`src/rtl/ser_tx_pkg.sv`:
```
package ser_tx_pkg;

  typedef enum logic [2:0] {
    ST_IDLE,
    ST_START,
    ST_DATA,
    ST_PAR,
    ST_STOP
  } tx_state_t;

  // Character length code offset: code 0 means this many bits
  localparam int MIN_CHAR_BITS = 5;

endpackage

```
`src/rtl/ser_tx_hold.sv`:
```
module ser_tx_hold #(
  parameter int DW = 8
) (
  input  logic          clk,
  input  logic          rst,
  input  logic          wr_en,
  input  logic [DW-1:0] wr_data,
  input  logic          take,
  output logic          full,
  output logic [DW-1:0] data
);

  always_ff @(posedge clk) begin
    if (rst) begin
      full <= 1'b0;
      data <= '0;
    end else begin
      if (wr_en) begin
        data <= wr_data;
        full <= 1'b1;
      end else if (take) begin
        full <= 1'b0;
      end
    end
  end

endmodule

```
`src/rtl/ser_tx_parity.sv`:
```
module ser_tx_parity #(
  parameter int DW = 8
) (
  input  logic [DW-1:0] data,
  input  logic [1:0]    len,
  input  logic          even,
  input  logic          stick,
  output logic          bit_o
);
  import ser_tx_pkg::*;

  logic [DW-1:0] masked;

  always_comb begin
    for (int i = 0; i < DW; i++) begin
      masked[i] = data[i] & (i < (int'(len) + MIN_CHAR_BITS));
    end
  end

  always_comb begin
    if (stick)     bit_o = ~even;
    else if (even) bit_o = ^masked;
    else           bit_o = ~(^masked);
  end

endmodule

```
`src/rtl/ser_tx_engine.sv`:
```
module ser_tx_engine #(
  parameter int OVS = 16,
  parameter int DW  = 8
) (
  input  logic          clk,
  input  logic          rst,
  input  logic          tick,
  input  logic          pending,
  input  logic [DW-1:0] ld_data,
  input  logic [1:0]    len,
  input  logic          two_stop,
  input  logic          par_en,
  input  logic          par_bit,
  output logic          take,
  output logic          idle,
  output logic          line
);
  import ser_tx_pkg::*;

  localparam int CW = $clog2(2 * OVS) + 1;
  localparam int IW = $clog2(DW);
  localparam logic [CW-1:0] BIT_LAST = CW'(OVS - 1);
  localparam logic [CW-1:0] STOP_ONE = CW'(OVS);
  localparam logic [CW-1:0] STOP_MID = CW'(OVS + OVS / 2);
  localparam logic [CW-1:0] STOP_TWO = CW'(2 * OVS);

  tx_state_t     state;
  logic [CW-1:0] cnt;
  logic [CW-1:0] stop_lim;
  logic [CW-1:0] stop_sel;
  logic [IW-1:0] idx;
  logic [IW-1:0] last_idx;
  logic [DW-1:0] shreg;
  logic          par_q;
  logic          par_en_q;
  logic          line_q;

  assign take = (state == ST_IDLE) && pending;
  assign idle = (state == ST_IDLE);
  assign line = line_q;

  always_comb begin
    if (!two_stop)      stop_sel = STOP_ONE;
    else if (len == '0) stop_sel = STOP_MID;
    else                stop_sel = STOP_TWO;
  end

  always_ff @(posedge clk) begin
    if (rst) begin
      state    <= ST_IDLE;
      cnt      <= '0;
      stop_lim <= STOP_ONE;
      idx      <= '0;
      last_idx <= '0;
      shreg    <= '0;
      par_q    <= 1'b0;
      par_en_q <= 1'b0;
      line_q   <= 1'b1;
    end else begin
      case (state)
        ST_IDLE: begin
          line_q <= 1'b1;
          if (take) begin
            state    <= ST_START;
            line_q   <= 1'b0;
            cnt      <= '0;
            shreg    <= ld_data;
            last_idx <= IW'(len) + IW'(MIN_CHAR_BITS - 1);
            par_q    <= par_bit;
            par_en_q <= par_en;
            stop_lim <= stop_sel;
          end
        end
        ST_START: begin
          if (tick) begin
            if (cnt == BIT_LAST) begin
              cnt    <= '0;
              idx    <= '0;
              state  <= ST_DATA;
              line_q <= shreg[0];
            end else begin
              cnt <= cnt + 1'b1;
            end
          end
        end
        ST_DATA: begin
          if (tick) begin
            if (cnt == BIT_LAST) begin
              cnt <= '0;
              if (idx == last_idx) begin
                if (par_en_q) begin
                  state  <= ST_PAR;
                  line_q <= par_q;
                end else begin
                  state  <= ST_STOP;
                  line_q <= 1'b1;
                end
              end else begin
                idx    <= idx + 1'b1;
                shreg  <= shreg >> 1;
                line_q <= shreg[1];
              end
            end else begin
              cnt <= cnt + 1'b1;
            end
          end
        end
        ST_PAR: begin
          if (tick) begin
            if (cnt == BIT_LAST) begin
              cnt    <= '0;
              state  <= ST_STOP;
              line_q <= 1'b1;
            end else begin
              cnt <= cnt + 1'b1;
            end
          end
        end
        ST_STOP: begin
          if (tick) begin
            if (cnt == stop_lim - 1'b1) begin
              cnt   <= '0;
              state <= ST_IDLE;
            end else begin
              cnt <= cnt + 1'b1;
            end
          end
        end
        default: begin
          state  <= ST_IDLE;
          line_q <= 1'b1;
        end
      endcase
    end
  end

endmodule

```
`src/rtl/ser_tx_frame.sv`:
```
module ser_tx_frame #(
  parameter int OVS = 16,
  parameter int DW  = 8
) (
  input  logic          clk,
  input  logic          rst,
  input  logic          tick16,
  input  logic          wr_en,
  input  logic [DW-1:0] wr_data,
  input  logic [1:0]    cfg_len,
  input  logic          two_stop,
  input  logic          par_en,
  input  logic          par_even,
  input  logic          par_stick,
  input  logic          brk,
  output logic          txd,
  output logic          thr_empty,
  output logic          tx_empty
);

  logic          hold_full;
  logic [DW-1:0] hold_data;
  logic          take;
  logic          eng_idle;
  logic          eng_line;
  logic          par_bit;
  logic          txd_q;

  ser_tx_hold #(.DW(DW)) u_hold (
    .clk     (clk),
    .rst     (rst),
    .wr_en   (wr_en),
    .wr_data (wr_data),
    .take    (take),
    .full    (hold_full),
    .data    (hold_data)
  );

  ser_tx_parity #(.DW(DW)) u_par (
    .data  (hold_data),
    .len   (cfg_len),
    .even  (par_even),
    .stick (par_stick),
    .bit_o (par_bit)
  );

  ser_tx_engine #(.OVS(OVS), .DW(DW)) u_eng (
    .clk      (clk),
    .rst      (rst),
    .tick     (tick16),
    .pending  (hold_full),
    .ld_data  (hold_data),
    .len      (cfg_len),
    .two_stop (two_stop),
    .par_en   (par_en),
    .par_bit  (par_bit),
    .take     (take),
    .idle     (eng_idle),
    .line     (eng_line)
  );

  always_ff @(posedge clk) begin
    if (rst) txd_q <= 1'b1;
    else     txd_q <= eng_line & ~brk;
  end

  assign txd       = txd_q;
  assign thr_empty = ~hold_full;
  assign tx_empty  = ~hold_full & eng_idle;

endmodule

```
`config.mk`:
```
export PLATFORM = sky130hd
export DESIGN_NAME = ser_tx_frame
export DESIGN_NICKNAME = d
export VERILOG_FILES = /design/src/rtl/ser_tx_pkg.sv /design/src/rtl/ser_tx_hold.sv /design/src/rtl/ser_tx_parity.sv /design/src/rtl/ser_tx_engine.sv /design/src/rtl/ser_tx_frame.sv
export SDC_FILE = /design/constraint.sdc
export NUM_CORES = 1
export LEC_CHECK = 0
export ABC_AREA = 1
export BUFFER_PORTS_ARGS = -buffer_cell sky130_fd_sc_hd__clkbuf_2
export CAP_MARGIN = 20
export CORE_MARGIN = 2
export CORE_UTILIZATION = 55
export CTS_CLUSTER_SIZE = 12
export DETAILED_ROUTE_END_ITERATION = 6
export GPL_ROUTABILITY_DRIVEN = 0
export PLACE_DENSITY = 0.87
export SLEW_MARGIN = 20
export SYNTH_ARGS = -nofsm -noshare
export SYNTH_HDL_FRONTEND = slang
export SYNTH_SLANG_ARGS = --single-unit
```
`constraint.sdc`:
```
create_clock -name clk -period 1.7 [get_ports clk]
set_input_delay 0.085 -clock clk [delete_from_list [all_inputs] [get_ports clk]]
set_output_delay 0.085 -clock clk [all_outputs]
set_load 0.05 [all_outputs]
```
# Yosys cells after proc, flatten, opt, wreduce, memory -nomap -nowiden
# Cells that the tools add are included.
[op_classes]
n_mux = 45
n_lt_le_gt_ge = 8
n_reduce_logical = 15
n_bitwise = 15
n_eq_ne = 19
addsub = 5
[op_table]
columns = ["op", "n"]
rows = [
  ["$lt 4x32->1 const A", 4],
  ["$lt 3x32->1 const A", 2],
  ["$mux 3", 16],
  ["$mux 6", 7],
  ["$lt 2x32->1 const A", 1],
  ["$mux 8", 4],
  ["$pmux 6 s3", 1],
  ["$pmux 8 s2", 1],
  ["$pmux 3 s5", 1],
  ["$mux 1", 13],
  ["$ne 2x1->1 const B", 6],
  ["$ne 2x2->1 const B", 6],
  ["$and 1x1->1", 10],
  ["$reduce_and 10->1", 1],
  ["$reduce_xor 8->1", 1],
  ["$reduce_and 7->1", 1],
  ["$add 6x1->6 const B", 1],
  ["$eq 3x2->1 const B", 2],
  ["$eq 6x4->1 const B", 1],
  ["$eq 6x6->1", 1],
  ["$pmux 3 s2", 1],
  ["$reduce_and 6->1", 1],
  ["$reduce_bool 2->1", 3],
  ["$sub 6x1->6 const B", 1],
  ["17 further kinds", 21],
]
[word_totals]
wordCells = 119
input_bits = 19
reg_bits = 42
output_inout_bits = 3

# Depth between registers and ports, before layout
# Gate-level depths: netlist of run 1.
[logic_depth]
depth_word = 7
ltp_mapped = 11
depth_no_buf = 11

# By module
# From an unflattened synthesis of run 1, not the netlist that was laid out.
[hier_totals]
hier_cells = 333
hier_area_um2 = 2167.1
[modules_own_cells]
columns = ["mod", "cells_each", "seq_area_each_um2", "area_each_um2", "n_inst"]
rows = [
  ["ser_tx_engine", 249, 580.6, 1650.3, 1],
  ["ser_tx_hold", 38, 180.2, 304.0, 1],
  ["ser_tx_parity", 38, 0.0, 163.9, 1],
  ["ser_tx_frame", 8, 20.0, 48.8, 1],
]

# Worst setup path after synthesis of run 1
# Ideal clock, no wire load.
[synth_timing]
kind = "register to register"
from = "reg u_eng.cnt[0]"
to = "reg u_eng.shreg[7]"
t_required_ns = 1.568
setup_slack_ns = 0.141
arrival_ns = 1.428
n_path_buf = 1
path_stages_with_launch = 10
setup_ns = 0.132
path_cell_list = "dfxtp_1 -> ha_1 -> nand2_1 -> nor2_2 -> nand3_1 -> o21ai_2 -> nand4_2 -> buf_6 -> a21oi_1 -> nor3_1"
[synth_between]
elab_chain_len = 3
[synth_rtl]
columns = ["element", "line", "source"]
rows = [
  ["start: declaration", "ser_tx_engine.sv:28", "logic [CW-1:0] cnt;"],
  ["start signal: assignment", "ser_tx_engine.sv:82", "cnt <= cnt + 1'b1;"],
  ["start signal: assignment", "ser_tx_engine.sv:104", "cnt <= cnt + 1'b1;"],
  ["start signal: assignment", "ser_tx_engine.sv:115", "cnt <= cnt + 1'b1;"],
  ["$eq 6x4->1", "ser_tx_engine.sv:88", "if (cnt == BIT_LAST) begin"],
  ["$ne 2x1->1 (no source line)", "--", ""],
  ["$reduce_and 5->1 (no source line)", "--", ""],
  ["end signal: assignment", "ser_tx_engine.sv:67", "shreg <= ld_data;"],
  ["end signal: assignment", "ser_tx_engine.sv:100", "shreg <= shreg >> 1;"],
  ["end: declaration", "ser_tx_engine.sv:33", "logic [DW-1:0] shreg;"],
]
# No other way between the ends.
# A chain may end at the register's enable or synchronous reset.

# Worst setup path after layout of run 1
[layout_timing]
from = "reg u_eng.cnt[1]"
to = "reg u_eng.shreg[7]"
# Same word-level chain as after synthesis.

==> reports/results.ini, run 1 <==
[clock_network]
cts-htree-levels=2
cts.clk_slew.worst_paths_ps=140
insertion_delay_ps=360
cts_num_sinks=39
root_buffer=clkbuf_4
cts_tree=done
cts_buffer_depth=2
cts-buffers-inserted=5

[finish]
fillers=224
areaGrowthSynthToFinish_pct=29.9
seqCellArea_um2=787
nNetsFinal=357
diodes=0
multi_input_area_um2=1190
drive_gt1_share_pct=28.3
postLayoutCoreUtil_pct=76.4

[grt]
grt_pass1_wl_um=7540
grt_overflow=0
grt_antenna_before_repair=0
grt_max_degree=18
grt_pass1_vias=1838
track_usage_pct=23.0

[timing]
drv_slew=0
hold_slack_ps=12.3
rsz0062_at_grt=true
setup_viol=8
max_slew.worst_pin.slew_ps=376
period_needed_ps=1760
worst_slack_ps=-63.5
fin_tns_setup_ps=-256
hold_viol=0
max_freq_ghz=0.567
clock_skew_ps=24.4
slew_headroom_pct=74.9
finalCritPeriodShare_pct=104

[power_and_ir_drop]
combPwrFrac_pct=49.9
peakVddDrop_uv=734
p_sw_share_pct=43.0
power_uw=3680
powerDensity_nw_per_um2=1410
p_leak_uw=0.00119
power_switching_uw=1580
p_seq_share_pct=32.7
p_clk_share_pct=17.4
p_int_uw=2100

[floorplanning]
die_h_um=64.4
fp-row-count=21
die-area_um2=4150
ioPinCount=22
initial_core_util_pct=58.8
dieWidth_um=64.4
coreArea_um2=3420

[run_status]
status=finished with violations
violations=negative setup slack

[critical_path]
slowest_delay_ps=380
crit_fanout=7
critical_path_class=reg -> reg
crit_chain=ha_4 > nand2_4 > nor2_4 > nand3_2 > buf_4 > o21ai_4 > nand4_4 > buf_6 > a21oi_2 > nor3_2
arrival_ps=2020
worstPathRequired_ps=1950
crit_path_end_kind=flop
slowest_stage=dfxtp_2
start_kind=flop
crit_buf_inv=2
path_delay_family=simple AND/OR/NAND/NOR gates

[synthesis]
yosys-top-cells-area=dfxtp_1, nand2_1, o21ai_0, inv_1, a21oi_1
synth_seq_cells=39
synth_nets=312
synth_top_flop_cell=dfxtp_1
synthesis.instances=290
ys_seq_area_share_pct=38.9
synth_cell_types=28
async_flop_share_pct=0
yosysTopAreaCell=dfxtp_1
yosysWarningCount=0
syn_area_um2=2010
synth_edf_count=0
yosysMostFrequentCell=nand2_1
synth_common_cells=nand2_1, inv_1, dfxtp_1, o21ai_0, a21oi_1
synth.top_cell.area_share_pct=38.9
syn_avg_cell_area_um2=6.93

[run]
maxCapViolations=0

[detailed_routing]
drt-total-wl_um=5660
antenna_left=0
drt_iter0_markers=252
vias=2151
wl_per_cell_um=14.8
via_per_inst=5.63
route.detailed.drc=0
firstDrtPassIters=6

[placement]
io_buffers=21
pre_cts_ws_ps=-21.4
hpwl_um=3140

[hold_path]
hp-class=in -> reg

logic make-up (layout without fill, tap and decap cells):
family / after synthesis / in the layout / share of synthesized area (%)
AND/OR/NAND/NOR: 106 / 106 / 23.4
AO/OA/AOI/OAI: 76 / 76 / 20.4
buffers and inverters: 55 / 101 / 10.7
flip-flops: 39 / 39 / 38.9
XOR/XNOR: 11 / 11 / 4.79
adder cells (fa/ha/maj): 3 / 3 / 1.87
final cells by class:
cell class | count | area share [%]
multi-input combinational | 196 | 45.5
sequential | 39 | 30.1
timing repair buffer | 46 | 12.2
inverter | 47 | 6.85
tap | 46 | 2.20
clock inverter | 3 | 1.68
clock buffer | 5 | 1.44
flip-flops by register name, summed over array words and instances (netlist names), 3 cells and up:
register and count:
u_eng.last_idx 3, u_eng.cnt 6, u_eng.idx 3, u_hold.data 8, u_eng.state 3, u_eng.shreg 8
u_eng.stop_lim 3
routing by layer:
layer  global-route usage [%]  routed length [µm]
met5                        0                   0
met4                     7.98                 230
met3                     5.90                 348
met2                     41.1                2870
met1                     26.6                2210
what timing repair did:
item,CTS,global route
buffers inserted,1,11
pin swaps,1,11
setup endpoints to repair,8,18
endpoints found under the hold margin,5,0
hold buffers,5,0
gates resized for setup,5,47
per-stage QoR:
step,std cells,cell area (µm²)
finish,382,2610
global route,382,2610
CTS,371,2350
detailed placement,357,2190
global placement,357,2190
floorplan,290,2010
path summary, 6_finish.rpt:
check,startpoint,to,slack [ps],cells past startpoint
setup / recovery,u_eng.cnt[1],u_eng.shreg[7],-60,10
hold / removal,par_even,u_eng.par_q,10,4
setup reg to reg,u_eng.cnt[1],u_eng.shreg[7],-60,10
hold reg to reg,u_eng.shreg[0],u_eng.shreg[0],470,2
worst min-delay path, stage by stage:
cell	delay, ps
clkbuf_2	90
nand2_1	50
nand2_1	60
a21oi_1	60
power by group through the flow:
stage          sequential [µW]  clock (µW)  combinational, µW
2_1_floorplan             1190           0               1020
3_3_place_gp              1190           0               1230
3_5_place_dp              1200           0               1280
4_1_cts                   1180         642               1320
5_1_grt                   1220         678               1980
6_report                  1200         641               1830
cells in the final DEF, fill, tap and decap left out, drive strengths merged:
cell,instances
buf,20
nand4,3
o21ai,42
a211oi,1
nor3,4
a21oi,27
nand2,53
bufinv,1
clkbuf,26
nand3,19
inv,47
ha,3
dfxtp,39
xnor2,6
o211ai,2
dlygate4sd3,5
or2,1
a31oi,2
nor2,26
xor2,5
clkinv,2
o21a,2
(Power assumes the default switching activity.)
==> inputs of run 2 (changes only) <==
Settings changed: CAP_MARGIN 20 to not set, PLACE_DENSITY 0.87 to 0.86, SYNTH_HIERARCHICAL set to 1.
==> reports/results.ini, run 2 <==
[detailed_routing]
vias=2130  ; was 2151
drt_iter0_markers=198  ; was 252
firstDrtPassIters=6  ; unchanged
route.detailed.drc=0  ; unchanged
antenna_left=0  ; unchanged
drt-total-wl_um=4610  ; was 5660 µm
wl_per_cell_um=11.3  ; was 14.8 µm
via_per_inst=5.21  ; was 5.63

[hold_path]
hold_path_depth=3  ; was 4
hp-class=in -> reg  ; unchanged
whs_endpoint=u_hold/data[3]  ; was u_eng.par_q
min_from=wr_data[3]  ; was par_even

[grt]
grt_antenna_before_repair=0  ; unchanged
grt_max_degree=21  ; was 18
grt_pass1_wl_um=7820  ; was 7540 µm
track_usage_pct=23.2  ; was 23.0%
grt_pass1_vias=1931  ; was 1838
grt_overflow=0  ; unchanged

[finish]
areaGrowthSynthToFinish_pct=13.0  ; was 29.9%
seqCellArea_um2=782  ; was 787 µm²
drive_gt1_share_pct=18.0  ; was 28.3%
final_common_cell=nand2_1  ; unchanged
final_cells=409  ; was 382
reg.largest.list=u_eng/shreg: 8 flops, u_hold/data: 8 flops, u_eng/cnt: 6 flops  ; was u_eng.shreg: 8 flops, u_hold.data: 8 flops, u_eng.cnt: 6 flops
diodes=0  ; unchanged
multi_input_area_um2=1200  ; was 1190 µm²
final_cell_mix=nand2_1, nor2_1, inv_1  ; was nand2_1, inv_1, dfxtp_1
nNetsFinal=382  ; was 357
fillers=340  ; was 224

[synthesis]
synth_top_flop_cell=dfxtp_1  ; unchanged
yosys-top-cells-area=dfxtp_1, nand2_1, nor2_1, inv_1, nand3_1  ; was dfxtp_1, nand2_1, o21ai_0, inv_1, a21oi_1
ys_seq_area_share_pct=36.0  ; was 38.9%
synth_nets=355  ; was 312
synth_cell_types=30  ; was 28
yosysWarningCount=6  ; was 0
synth.top_cell.area_share_pct=36.0  ; was 38.9%
synth_edf_count=0  ; unchanged
synth_common_cells=nand2_1, nor2_1, dfxtp_1, inv_1, nand3_1  ; was nand2_1, inv_1, dfxtp_1, o21ai_0, a21oi_1
synth_seq_cells=39  ; unchanged
async_flop_share_pct=0  ; unchanged
yosysMostFrequentCell=nand2_1  ; unchanged
syn_area_um2=2170  ; was 2010 µm²
syn_avg_cell_area_um2=6.51  ; was 6.93 µm²
synthesis.instances=333  ; was 290
yosysTopAreaCell=dfxtp_1  ; unchanged

[critical_path]
crit_path_end_kind=flop  ; unchanged
worstPathRequired_ps=1900  ; was 1950 ps
crit_fanout=8  ; was 7
crit_buf_inv=1  ; was 2
start_kind=flop  ; unchanged
r2r-end=u_eng/shreg[1]  ; was u_eng.shreg[7]
critical_path_class=reg -> reg  ; unchanged
arrival_ps=1780  ; was 2020 ps
slowest_delay_ps=350  ; was 380 ps
crit_chain=ha_1 > nand2_1 > nor2_4 > nand2_1 > nand2_1 > o21ai_2 > nor2_8 > inv_6 > nor2_1 > nor2_1  ; was ha_4 > nand2_4 > nor2_4 > nand3_2 > buf_4 > o21ai_4 > nand4_4 > buf_6 > a21oi_2 > nor3_2
reg2reg_depth=10  ; unchanged
crit_top_cell=nand2_1
slowest_stage=dfxtp_1  ; was dfxtp_2
reg2reg_from=u_eng/cnt[0]  ; was u_eng.cnt[1]
ff2ff_setup_slack_ps=110  ; was -60 ps
path_delay_family=simple AND/OR/NAND/NOR gates  ; unchanged

[clock_network]
root_buffer=clkbuf_8  ; was clkbuf_4
insertion_delay_ps=300  ; was 360 ps
post-cts-setup-buffers=0  ; was 1
cts_resized=0  ; was 5
cts.clk_slew.worst_paths_ps=70  ; was 140 ps
cts_tree=done  ; unchanged
hold_buffers=0  ; was 5
cts_num_sinks=39  ; unchanged
cts-buffers-inserted=5  ; unchanged
cts-htree-levels=2  ; unchanged
cts_buffer_depth=2  ; unchanged

[floorplanning]
coreArea_um2=3720  ; was 3420 µm²
die_h_um=66.8  ; was 64.4 µm
die-area_um2=4460  ; was 4150 µm²
dieWidth_um=66.8  ; was 64.4 µm
fp-row-count=22  ; was 21
initial_core_util_pct=58.3  ; was 58.8%
ioPinCount=22  ; unchanged

[placement]
hpwl_um=3340  ; was 3140 µm
placedCellCount=401  ; was 357
io_buffers=21  ; unchanged

[timing]
clock_skew_ps=8.56  ; was 24.4 ps
setup_viol=0  ; was 8
fin_tns_setup_ps=0  ; was -256 ps
slew_headroom_pct=60.2  ; was 74.9%
finalCritPeriodShare_pct=93.3  ; was 104%
hold_slack_ps=4.38  ; was 12.3 ps
period_needed_ps=1590  ; was 1760 ps
hold_viol=0  ; unchanged
drv_slew=0  ; unchanged
max_slew.worst_pin.slew_ps=597  ; was 376 ps
max_freq_ghz=0.630  ; was 0.567 GHz

[run]
maxCapViolations=0  ; unchanged

[run_status]
status=finished clean  ; was finished with violations

[power_and_ir_drop]
peakVddDrop_uv=594  ; was 734 µV
p_leak_uw=0.00120  ; was 0.00119 µW
powerDensity_nw_per_um2=1560  ; was 1410 nW/µm²

## run 2: how the worst max path moves through the flow
stage / cells past startpoint / endpoint / slack, ps / start
after floorplan: 10 / u_eng/state[0] / 280 / u_eng/stop_lim[3]
after global placement: 10 / u_eng/state[2] / 120 / u_eng/stop_lim[3]
after detailed placement: 10 / u_eng/state[2] / 80 / u_eng/stop_lim[3]
after CTS: 10 / u_eng/shreg[1] / 60 / u_eng/cnt[1]
after global routing: 10 / u_eng/cnt[0] / -3 / u_eng/cnt[0]
final: 10 / u_eng/shreg[1] / 110 / u_eng/cnt[0]
## run 2: stage by stage
step                area (µm²)  power, µW  setup slack, ps  utilization (%)
global placement          2340       3100              123             62.9
global route              2450       4140            -2.76             65.9
CTS                       2420       3750             63.7             65.1
detailed placement        2340       3140             77.6             62.9
finish                    2450       3830              113             65.9
floorplan                 2170       2770              280                -
## run 2: layout make-up
cell class,count,area share (%)
Clock buffer,7,3.12
Clock inverter,1,0.204
Inverter,47,7.41
Multi-Input combinational cell,241,49.1
Sequential cell,39,31.9
Tap cell,48,2.45
Timing Repair Buffer,26,5.83
## run 2: power by group
part / leakage (µW) / internal (µW) / switching (µW)
Combinational: 0.000842 / 658 / 1320
Sequential: 0.000321 / 1100 / 150
Clock: 0.0000422 / 288 / 316
Total: 0.00120 / 2050 / 1790
## run 2: layer usage
layer	track usage [%]	part of all wire, %	up-vias
li1	-	-	1098
met1	27.9	46	954
met2	38.3	45	68
met3	4.22	6.1	10
met4	14.0	2.7	0
met5	0	0	-
## run 2: worst min-delay path, delay by kind of cell
family                 cells  cell delay (ps)
buffers and inverters      1               80
AND/OR/NAND/NOR            2              110
## run 2: kinds of logic after synthesis
group / after synthesis / synth area share, %
DFF: 39 / 36.0
adders and majority gates: 3 / 1.73
xor gates and xnor gates: 7 / 2.83
and+or+nand+nor: 179 / 35.7
buffers and inverters: 53 / 9.87
AOI/OAI and AO/OA: 52 / 13.9
==> inputs of run 3 (changes only) <==
Settings changed: CORE_MARGIN 2 to not set, CORE_UTILIZATION 55 to 58, PLACE_DENSITY 0.86 to 0.9.
==> reports/results.ini, run 3 (synthesized netlist as in run 2, its figures left out) <==
[run_status]
status=finished clean  ; unchanged

[finish]
postLayoutCoreUtil_pct=70.9  ; was 65.9%
nNetsFinal=381  ; was 382
diodes=0  ; unchanged
reg.largest.list=u_eng/shreg: 8 flops, u_hold/data: 8 flops, u_eng/cnt: 6 flops  ; unchanged
final_common_cell=nand2_1  ; unchanged
areaGrowthSynthToFinish_pct=13.5  ; was 13.0%
final_cell_mix=nand2_1, nor2_1, inv_1  ; unchanged
drive_gt1_share_pct=18.3  ; was 18.0%

[critical_path]
start_kind=flop  ; unchanged
crit_chain=inv_2 > nor2_2 > nand2_2 > nor2_2 > o21ai_2 > nor2_8 > inv_6 > nor2_1 > nor2_1  ; was ha_1 > nand2_1 > nor2_4 > nand2_1 > nand2_1 > o21ai_2 > nor2_8 > inv_6 > nor2_1 > nor2_1
slowest_delay_ps=420  ; was 350 ps
arrival_ps=1770  ; was 1780 ps
path_delay_family=simple AND/OR/NAND/NOR gates  ; unchanged
slowest_stage=dfxtp_1  ; unchanged
crit_path_end_kind=flop  ; unchanged
crit_buf_inv=2  ; was 1
crit_fanout=8  ; unchanged
critical_path_class=reg -> reg  ; unchanged
worstPathRequired_ps=1890  ; was 1900 ps

[detailed_routing]
via_per_inst=5.14  ; was 5.21
vias=2087  ; was 2130
route.detailed.drc=0  ; unchanged
wl_per_cell_um=11.3  ; about the same
antenna_left=0  ; unchanged
drt_iter0_markers=107  ; was 198
drt-total-wl_um=4580  ; was 4610 µm
firstDrtPassIters=4  ; was 6

[timing]
max_slew.worst_pin.slew_ps=601  ; was 597 ps
hold_slack_ps=7.20  ; was 4.38 ps
max_freq_ghz=0.635  ; was 0.630 GHz
setup_viol=0  ; unchanged
slew_headroom_pct=59.9  ; was 60.2%
drv_slew=0  ; unchanged
finalCritPeriodShare_pct=92.7  ; was 93.3%
period_needed_ps=1580  ; was 1590 ps
hold_viol=0  ; unchanged
clock_skew_ps=2.78  ; was 8.56 ps
fin_tns_setup_ps=0  ; unchanged

[power_and_ir_drop]
powerDensity_nw_per_um2=1600  ; was 1560 nW/µm²
peakVddDrop_uv=641  ; was 594 µV
p_leak_uw=0.00121  ; was 0.00120 µW

[placement]
io_buffers=21  ; unchanged
hpwl_um=3380  ; was 3340 µm

[floorplanning]
dieWidth_um=63.1  ; was 66.8 µm
die_h_um=63.1  ; was 66.8 µm
coreArea_um2=3470  ; was 3720 µm²
fp-row-count=21  ; was 22
ioPinCount=22  ; unchanged
initial_core_util_pct=62.5  ; was 58.3%
die-area_um2=3980  ; was 4460 µm²

[grt]
grt_pass1_vias=1851  ; was 1931
grt_max_degree=21  ; unchanged
grt_pass1_wl_um=7840  ; was 7820 µm
track_usage_pct=25.2  ; was 23.2%
grt_antenna_before_repair=0  ; unchanged
grt_overflow=0  ; unchanged

[run]
maxCapViolations=0  ; unchanged

[clock_network]
cts_buffer_depth=2  ; unchanged
insertion_delay_ps=290  ; was 300 ps
cts_tree=done  ; unchanged
hold_buffers=0  ; unchanged
cts.clk_slew.worst_paths_ps=70  ; about the same
root_buffer=clkbuf_8  ; unchanged
cts_num_sinks=39  ; unchanged
cts-buffers-inserted=5  ; unchanged
cts-htree-levels=2  ; unchanged

[hold_path]
hp-class=in -> reg  ; unchanged

==> run 3: changes by cell type in the layout (fill, tap and decap cells not counted), sizes merged <==
| cell | previous run | this run |
|---|---|---|
| clkbuf | 28 | 29 |
| clkinv | 1 | 0 |
| buf | 5 | 4 |
==> run 3: timing repair <==
item	4_1_cts	5_1_grt
endpoints found under the setup margin	0	18
hold endpoints to repair	0	0
resized for setup	0	11
buffers inserted	0	0
==> run 3: layer usage <==
metal	part of all wire, %	GRT usage, %
met1	48	33.4
met2	44	39.7
met3	6.0	4.35
met4	1.6	11.3
met5	0	0
==> run 3: cell type report <==
| class | instances | area (µm²) |
|---|---|---|
| Tap cell | 46 | 57.6 |
| Sequential cell | 39 | 785 |
| Fill cell | 304 | 1010 |
| Clock buffer | 8 | 100 |
| Inverter | 47 | 184 |
| Timing Repair Buffer | 25 | 135 |
| Multi-Input combinational cell | 241 | 1200 |
==> run 3: worst paths after layout <==
check / slack [ps] / cells after the start / end / from
setup / recovery: 120 / 9 / u_eng/shreg[1] / u_eng/state[1]
hold / removal: 7 / 3 / u_hold/data[1] / wr_data[1]
setup reg to reg: 120 / 9 / u_eng/shreg[1] / u_eng/state[1]
hold reg to reg: 460 / 2 / txd / u_eng/line
==> run 3: power breakdown <==
| part | switching (µW) | internal (µW) |
|---|---|---|
| Clock | 316 | 370 |
| Combinational | 1320 | 656 |
| Sequential | 157 | 1110 |
| Total | 1790 | 2130 |
==> run 3: worst register-to-register path: stages, from the launching register on <==
cell,delay [ps]
dfxtp_1,420
inv_2,60
nor2_2,110
nand2_2,170
nor2_2,180
o21ai_2,110
nor2_8,180
inv_6,60
nor2_1,110
nor2_1,60
==> run 3: per-stage QoR <==
stage               total power [µW]  instance area (µm²)  instances  worst slack [ps]
global placement                3090                 2330        398               150
finish                          3920                 2460        406               124
floorplan                       2770                 2170        333               280
CTS                             3840                 2430        406              80.2
global route                    4230                 2460        406             -27.8
detailed placement              3140                 2330        398              98.8
